### config.mk
export PLATFORM = sky130hd
export DESIGN_NAME = led_mode_fsm
export DESIGN_NICKNAME = d
export VERILOG_FILES = /design/src/rtl/led_fsm_pkg.sv /design/src/rtl/led_mode_state.sv /design/src/rtl/led_blink_timer.sv /design/src/rtl/led_code_map.sv /design/src/rtl/led_mode_fsm.sv
export SDC_FILE = /design/constraint.sdc
export NUM_CORES = 1
export LEC_CHECK = 0
export BUFFER_PORTS_ARGS = -buffer_cell sky130_fd_sc_hd__buf_2
export CELL_PAD_IN_SITES_DETAIL_PLACEMENT = 0
export CELL_PAD_IN_SITES_GLOBAL_PLACEMENT = 1
export CORE_AREA = 4 4 66 68
export CTS_CLUSTER_DIAMETER = 100
export DETAILED_ROUTE_END_ITERATION = 8
export DIE_AREA = 0 0 70 72
export PLACE_DENSITY = 0.92
export SYNTH_ARGS = -nofsm -noshare
export SYNTH_HDL_FRONTEND = slang
export SYNTH_HIERARCHICAL = 1
export SYNTH_SLANG_ARGS = --single-unit
### constraint.sdc
create_clock -name clk_i -period 4.89 [get_ports clk_i]
set_input_delay 0.489 -clock clk_i [delete_from_list [all_inputs] [get_ports clk_i]]
set_output_delay 0.489 -clock clk_i [all_outputs]
set_load 0.02 [all_outputs]
### src/rtl/led_fsm_pkg.sv
package led_fsm_pkg;

   localparam int LED_W = 6;
   localparam int BTN_W = 2;

   typedef enum logic [1:0] {
      ST_HOME  = 2'd0,
      ST_FLASH = 2'd1,
      ST_LEFT  = 2'd2,
      ST_RIGHT = 2'd3
   } led_state_e;

   localparam logic [BTN_W-1:0] BTN_A = 2'b01;
   localparam logic [BTN_W-1:0] BTN_B = 2'b10;

   localparam logic [LED_W-1:0] CODE_HOME  = 6'b111111;
   localparam logic [LED_W-1:0] CODE_MARK  = 6'b010100;
   localparam logic [LED_W-1:0] CODE_LEFT  = 6'b100010;
   localparam logic [LED_W-1:0] CODE_RIGHT = 6'b110110;

endpackage

### src/rtl/led_mode_state.sv
module led_mode_state
   import led_fsm_pkg::*;
(
   input  logic             clk_i,
   input  logic             rst_ni,
   input  logic [BTN_W-1:0] btn_i,
   output led_state_e       state_o,
   output logic             leave_o
);

   led_state_e state_q, state_d;
   logic       press_a, press_b;

   assign press_a = (btn_i == BTN_A);
   assign press_b = (btn_i == BTN_B);

   // leaving condition of the flash state, shared with the phase timer
   assign leave_o = (state_q == ST_FLASH) && (press_a || press_b);

   always_comb begin
      state_d = state_q;
      unique case (state_q)
         ST_HOME:  if (press_a) state_d = ST_FLASH;
         ST_FLASH: begin
            if (press_a)      state_d = ST_LEFT;
            else if (press_b) state_d = ST_RIGHT;
         end
         ST_LEFT:  if (press_b) state_d = ST_HOME;
         ST_RIGHT: if (press_b) state_d = ST_HOME;
      endcase
   end

   always_ff @(posedge clk_i or negedge rst_ni) begin
      if (!rst_ni) state_q <= ST_HOME;
      else         state_q <= state_d;
   end

   assign state_o = state_q;

endmodule

### src/rtl/led_blink_timer.sv
module led_blink_timer #(
   parameter int ON_CYCLES  = 2,
   parameter int OFF_CYCLES = 2,
   parameter int CNT_W      = 1
) (
   input  logic             clk_i,
   input  logic             rst_ni,
   input  logic             run_i,
   input  logic             leave_i,
   output logic             phase_o,
   output logic [CNT_W-1:0] cnt_o
);

   localparam int MAX_CYC = (ON_CYCLES > OFF_CYCLES) ? ON_CYCLES : OFF_CYCLES;

   logic phase_q;

   generate
      if (MAX_CYC == 1) begin : g_toggle
         // both phases one cycle long: no counter needed
         always_ff @(posedge clk_i or negedge rst_ni) begin
            if (!rst_ni)                 phase_q <= 1'b0;
            else if (run_i && leave_i)   phase_q <= 1'b0;
            else if (run_i)              phase_q <= ~phase_q;
         end
         assign cnt_o = '0;
      end else begin : g_count
         localparam logic [CNT_W-1:0] HI_LIM = CNT_W'(ON_CYCLES - 1);
         localparam logic [CNT_W-1:0] LO_LIM = CNT_W'(OFF_CYCLES - 1);

         logic [CNT_W-1:0] cnt_q;
         logic [CNT_W-1:0] lim;

         assign lim = phase_q ? HI_LIM : LO_LIM;

         always_ff @(posedge clk_i or negedge rst_ni) begin
            if (!rst_ni) begin
               cnt_q   <= '0;
               phase_q <= 1'b0;
            end else if (run_i && leave_i) begin
               cnt_q   <= '0;
               phase_q <= 1'b0;
            end else if (run_i) begin
               if (cnt_q == lim) begin
                  cnt_q   <= '0;
                  phase_q <= ~phase_q;
               end else begin
                  cnt_q <= cnt_q + 1'b1;
               end
            end
         end
         assign cnt_o = cnt_q;
      end
   endgenerate

   assign phase_o = phase_q;

endmodule

### src/rtl/led_code_map.sv
module led_code_map
   import led_fsm_pkg::*;
#(
   parameter logic [LED_W-1:0] ALT_CODE = '0
) (
   input  led_state_e       state_i,
   input  logic             phase_i,
   output logic [LED_W-1:0] led_o
);

   always_comb begin
      unique case (state_i)
         ST_HOME:  led_o = CODE_HOME;
         ST_FLASH: led_o = phase_i ? CODE_MARK : ALT_CODE;
         ST_LEFT:  led_o = CODE_LEFT;
         ST_RIGHT: led_o = CODE_RIGHT;
      endcase
   end

endmodule

### src/rtl/led_mode_fsm.sv
module led_mode_fsm
   import led_fsm_pkg::*;
#(
   parameter int               CLK_HZ     = 125_000_000,
   parameter int               ON_CYCLES  = CLK_HZ / 2,
   parameter int               OFF_CYCLES = CLK_HZ - CLK_HZ / 2,
   parameter logic [LED_W-1:0] ALT_CODE   = '0
) (
   input  logic             clk_i,
   input  logic             rst_ni,
   input  logic [BTN_W-1:0] btn_i,
   output logic [LED_W-1:0] led_o
);

   localparam int MAX_CYC = (ON_CYCLES > OFF_CYCLES) ? ON_CYCLES : OFF_CYCLES;
   localparam int CNT_W   = (MAX_CYC > 2) ? $clog2(MAX_CYC) : 1;

   generate
      if (CLK_HZ < 2) begin : g_bad_clk
         $error("led_mode_fsm: CLK_HZ must be at least 2");
      end
      if (ON_CYCLES < 1) begin : g_bad_on
         $error("led_mode_fsm: ON_CYCLES must be at least 1");
      end
      if (OFF_CYCLES < 1) begin : g_bad_off
         $error("led_mode_fsm: OFF_CYCLES must be at least 1");
      end
   endgenerate

   led_state_e       state_q;
   logic             leave_w;
   logic             phase_q;
   logic [CNT_W-1:0] cnt_q;

   led_mode_state u_state (
      .clk_i   (clk_i),
      .rst_ni  (rst_ni),
      .btn_i   (btn_i),
      .state_o (state_q),
      .leave_o (leave_w)
   );

   led_blink_timer #(
      .ON_CYCLES  (ON_CYCLES),
      .OFF_CYCLES (OFF_CYCLES),
      .CNT_W      (CNT_W)
   ) u_timer (
      .clk_i   (clk_i),
      .rst_ni  (rst_ni),
      .run_i   (state_q == ST_FLASH),
      .leave_i (leave_w),
      .phase_o (phase_q),
      .cnt_o   (cnt_q)
   );

   led_code_map #(
      .ALT_CODE (ALT_CODE)
   ) u_map (
      .state_i (state_q),
      .phase_i (phase_q),
      .led_o   (led_o)
   );

endmodule

# Word-level counts from Yosys, hierarchy flattened
# Cells that the tools add are included.
# op_classes
addsub,1
eq_ne,9
muxes,13
bitwise_logic,1
reduce_logical,9
# op_table
cell,n
$mux W26,3
$add A26 B1 Y26 const B,1
$eq A26 B26 Y1 const B,1
$pmux W6 S4,1
$mux W2,4
$eq A2 B2 Y1 const B,3
$pmux W2 S3,1
$mux W5,1
$eq A2 B1 Y1 const B,2
$reduce_bool A2 Y1,2
$mux W1,3
$ne A3 B3 Y1 const B,1
$reduce_and A3 Y1,1
$logic_and A1 B1 Y1,2
$logic_not A2 Y1,1
$ne A2 B1 Y1 const B,1
$ne A2 B2 Y1 const B,1
$reduce_and A2 Y1,1
$reduce_or A2 Y1,1
$logic_or A1 B1 Y1,1
$not A1 Y1,1
# word_totals
register_bits,29
in_bits,4
output_inout_bits,6

# Logic depth before layout (Yosys ltp)
# logic_depth
ltp_word,6
depth_mapped,8
depth_no_buf,7

# By module
# Netlist, hierarchy kept.
# by_module_without_submodules
mod,instances,cells_each,area_each_um2,seq_area_each_um2
led_blink_timer,1,176,1629.1,675.6
led_mode_state,1,13,140.1,50.0
led_code_map,1,7,46.3,0.0
led_mode_fsm,1,1,13.8,0.0

# Least setup slack after synthesis
# OpenSTA, ideal clock, no wires.
# synth_timing
kind,reg-to-reg
startpoint,register u_timer.g_count.cnt_q[0] (netlist: u_timer/cnt_o[0])
endpoint,register u_timer.g_count.cnt_q[22] (netlist: u_timer/cnt_o[22])
setup_time_ps,82
t_arrival_ps,2045
required_time_ps,4808
slack_ps,2763
path_stages_with_launch,7
synth_period_minus_slack_ps,2127
path_cell_list,dfrtp_1 ha_1 nand3_2 or4_1 buf_2 or4_4 a22oi_2
# synth_between
elab_chain_len,4
# synth_rtl
item,line_no,text
from (decl),led_blink_timer.sv:31,logic [CNT_W-1:0] cnt_q;
from (signal assigned),led_blink_timer.sv:48,cnt_q <= cnt_q + 1'b1;
$add A26 B1 Y26 or $eq A26 B26 Y1 (tied branches),"led_blink_timer.sv:48, led_blink_timer.sv:44",
$mux W26 *,led_blink_timer.sv:44,if (cnt_q == lim) begin
$mux W26 *,led_blink_timer.sv:43,end else if (run_i) begin
$mux W26 *,led_blink_timer.sv:40,end else if (run_i && leave_i) begin
# Every way passes the cells marked *; elsewhere a longest branch is shown, timed or not. The select of a mux whose other input is x is not followed.
# A chain may end at the register's enable or synchronous reset.

# Worst setup path in the final report
# layout_timing
startpoint,register u_state.state_q[1] (netlist: u_state/state_o[1])
endpoint,register u_timer.g_count.cnt_q[22] (netlist: u_timer/cnt_o[22])
# layout_between
elab_chain_len,4
# layout_rtl
item,line_no,text
from (decl),led_mode_state.sv:11,"led_state_e state_q, state_d;"
from (signal assigned),led_mode_state.sv:35,else state_q <= state_d;
$eq A2 B1 Y1 *,"led_mode_state.sv:18, led_mode_fsm.sv:50",
$logic_and A1 B1 Y1,led_mode_state.sv:18,assign leave_o = (state_q == ST_FLASH) && (press_a || press_b);
$logic_and A1 B1 Y1,led_blink_timer.sv:40,
$mux W26 or $reduce_bool A2 Y1 (tied branches),n/a,
# Every way passes the cells marked *; elsewhere a longest branch is shown, timed or not.

==> results.md <==
* Worst VDD drop at approximately 0.0002 V
* Critical path type: reg2reg
* Layout area overhead at 8.55%
* WP data arrival at roughly 3000 ps
* First-pass GRT wire length at roughly 6900 µm
* Unrepaired setup endpoints after global routing: false
* CP max-delay cell: or4_1
* CP Max Fanout at 24
* Startpoint Class: register
* DRC viols at 0
* Dpl cells at between 200 and 250
* Max stage delay on crit path at 680 ps
* Layout cells sized above 1 at a little over an eighth
* Main combinational cell family by area after synthesis: simple AND/OR/NAND/NOR gates
* Initial drt markers at between 100 and 150
* Design area at about 2000 µm²
* Post-layout util at between 50% and 60%
* Yosys cell types at 45
* Core footprint at about 3900 µm²
* Half-perimeter wire length after placement at between 2000 and 3000 µm
* Post-synthesis sequential area ratio at between 30% and 40%
* Sink Count at 29
* Worst-Skew Late Latency at between 200 and 300 ps
* P_sw at 0.489 mW
* Slew Limit Headroom at 53.9%
* Fill count at 380
* Die Y at 72 µm
* H-tree levels at 2
* Pwr/cell area at about 560 nW/µm²
* R2R cell count at 5
* Area of the die at about 5000 µm²
* Pre-antenna DRT Iters at 4
* Critical Path RT at between 5000 and 6000 ps
* Routed vias/inst at between 6 and 7
* Clock root buffer: clkbuf_8
* #FFs+latches synth at 29
* Asr flop ratio synth at between 90% and 100%
* Via Count at 1557
* Mapped Area at between 1500 and 2000 µm²
* Worst Skew at approximately 7.3 ps
* Min Clock Period, post-route at approximately 2700 ps
* Initial antenna violation count at 0
* Int Power at approximately 0.63 mW
* Leak at between 0.8 and 0.9 nW
* N_diodes at 0
* TritonCTS clock tree: built
* Sw Share at 43.7%
* Reg clk slew, reported paths at around 70 ps
* Worst slew pin tran at between 600 and 700 ps
* Die X-Extent at around 70 µm
* Avg WL per Cell at around 16 µm
* Power share of the clock group at between 15 and 20%
* Area post-placement at between 1500 and 2000 µm²
* Syn. warnings at 6
* Max_cap viols at 0
* Post-CTS Resized at 0
* Max clock buf depth at 2
* Flop pwr share at between 40% and 50%
* Hold Path Class: in2async
* Syn_nets at roughly 200
* Mean post-synth cell area at 9.29 µm²
* Final Max Tran Viols at 0
* Initial core utilization at between 40% and 50%
* Final #Nets at between 200 and 250
* Total GRT Usage at roughly 17%
* Synth Flop Type: dfrtp_1
* Setup Fix Bufs, Post-CTS at 0
* Wirelength, routed at a little under 4000 µm
* Post-synthesis xor/xnor area fraction at 2.39%
* Routed Antenna Nets at 0
* Congestion Overflow GR at 0
* Final Hold Fails at 0
* Post-route non-filler standard cell count at roughly 250
* Final period utilization at between 50% and 60%
* CP endpoint kind: register
* Gate power share at 35.2%
* Row cnt at 23
* Peak Freq at between 300 and 400 MHz
* Top Ports at 10
* Multiplexer share of the synthesized area at 2.19%
* Setup violators final at 0
* Hold-fix buffers, CTS at 0
* Cells after Synth at a little under 200
* Complex-gate fraction of the synthesized area at between 10% and 20%
* Final Wtd Congestion at between 0.8 and 0.9
* Post-synth EDFFs at 0
* Outcome: finished clean
* Port Buffers at 9
* CP Cell Sequence: nor2b_4, nand4_1, or4_1, or4_4, a22oi_2
* TNS Setup at 0 ps
* Largest net degree at the start of global routing at 30
* Post-Synth Adder-Cell Area at roughly 2.1%
* Vias in the first global route at around 1.4k
* Total CTS buffers at 5
* Simple-Gate Fraction of Synth Area at between 30% and 40%
power groups by stage:
stage               logic [mW]  registers (mW)  clock network, mW
finish                   0.395           0.504              0.221
CTS                      0.397           0.502              0.228
detailed placement       0.397           0.506                  0
global route             0.448           0.530              0.238
global placement         0.389           0.501                  0
floorplan                0.350           0.447                  0
cell families (layout without fill, tap and decap cells):
| group | Yosys count | count (layout) |
|---|---|---|
| AO/OA/AOI/OAI | 49 | 49 |
| XOR/XNOR | 5 | 5 |
| adder cells (fa/ha/maj) | 3 | 3 |
| buffers and inverters | 20 | 27 |
| flip-flops | 29 | 29 |
| multiplexers | 4 | 4 |
| AND/OR/NAND/NOR | 87 | 87 |
path summary, 6_finish.rpt:
check,startpoint,endpoint,slack (ps)
hold / removal,rst_ni,u_timer/cnt_o[23]$_DFFE_PN0P_,230
hold reg to reg,u_timer/cnt_o[1]$_DFFE_PN0P_,u_timer/cnt_o[1]$_DFFE_PN0P_,570
max in group asynchronous,rst_ni,u_timer/cnt_o[7]$_DFFE_PN0P_,4230
setup / recovery,u_state/state_o[1]$_DFFE_PN0P_,u_timer/cnt_o[22]$_DFFE_PN0P_,2140
setup reg to reg,u_state/state_o[1]$_DFFE_PN0P_,u_timer/cnt_o[22]$_DFFE_PN0P_,2140
min in group clk_i,u_timer/cnt_o[1]$_DFFE_PN0P_,u_timer/cnt_o[1]$_DFFE_PN0P_,570
synthesized netlist by cell type (6+ instances only):
cell	count	share of area (%)
nand4_1	8	2.7
a22oi_1	10	4.1
or3_1	10	3.4
a21oi_1	6	1.6
nor2_1	7	1.4
o21ai_0	15	4.1
inv_1	7	1.4
nand2_1	15	3.1
o211ai_1	6	2.5
or4_1	6	2.5
nand2b_1	7	2.4
dfrtp_1	29	40
nand3_1	9	2.5
state kept, by name, indices dropped and copies added, names as in the netlist:
name	cells
u_timer/phase_o	1
u_state/state_o	2
u_timer/cnt_o	26
metal layers:
metal  part of all wire [%]  global-route usage, %
met1                     48                   23.5
met2                     47                   26.9
met3                    4.2                   4.16
met4                   0.91                   6.38
met5                      0                      0
layout make-up:
cell class | count | area (µm²) | area share, %
repair buffers | 11 | 60.1 | 3.02
clock buffers | 7 | 96.3 | 4.85
inverters | 8 | 30.0 | 1.51
multi-input cells | 148 | 1010 | 50.7
well taps | 50 | 62.6 | 3.15
clock inverters | 1 | 5.00 | 0.252
flip-flops and latches | 29 | 726 | 36.5
placed cells by master, fill, tap and decap left out, types with 3 or more instances in the layout:
cell / Yosys / final
nand4_1: 8 / 8
nor2_1: 7 / 7
nand2b_1: 7 / 7
inv_1: 7 / 7
nand2_1: 15 / 15
nor4_1: 5 / 5
o211ai_1: 6 / 6
buf_2: 3 / 9
clkbuf_8: 0 / 7
o31ai_1: 3 / 3
a22oi_1: 10 / 10
or3_1: 10 / 10
o21ai_0: 15 / 15
or4_1: 6 / 6
mux2i_1: 4 / 4
dfrtp_1: 29 / 29
xnor2_1: 4 / 4
ha_1: 3 / 3
nand3_1: 9 / 9
a21oi_1: 6 / 6
per-stage QoR:
stage | power (mW) | hold WS, ps | setup WS (ps)
after floorplan | 0.797 | 193 | 2760
after global placement | 0.890 | 554 | 2160
after detailed placement | 0.902 | 555 | 2170
after CTS | 1.13 | 254 | 2140
after global routing | 1.22 | 299 | 1940
final | 1.12 | 230 | 2140
critical path: cells and delay by family (launching register included):
kind             cells  cell delay [ps]
AND/OR/NAND/NOR      4             2000
flip-flops           1              500
AO/OA/AOI/OAI        1              150
Power figures use the tool's default switching activity.
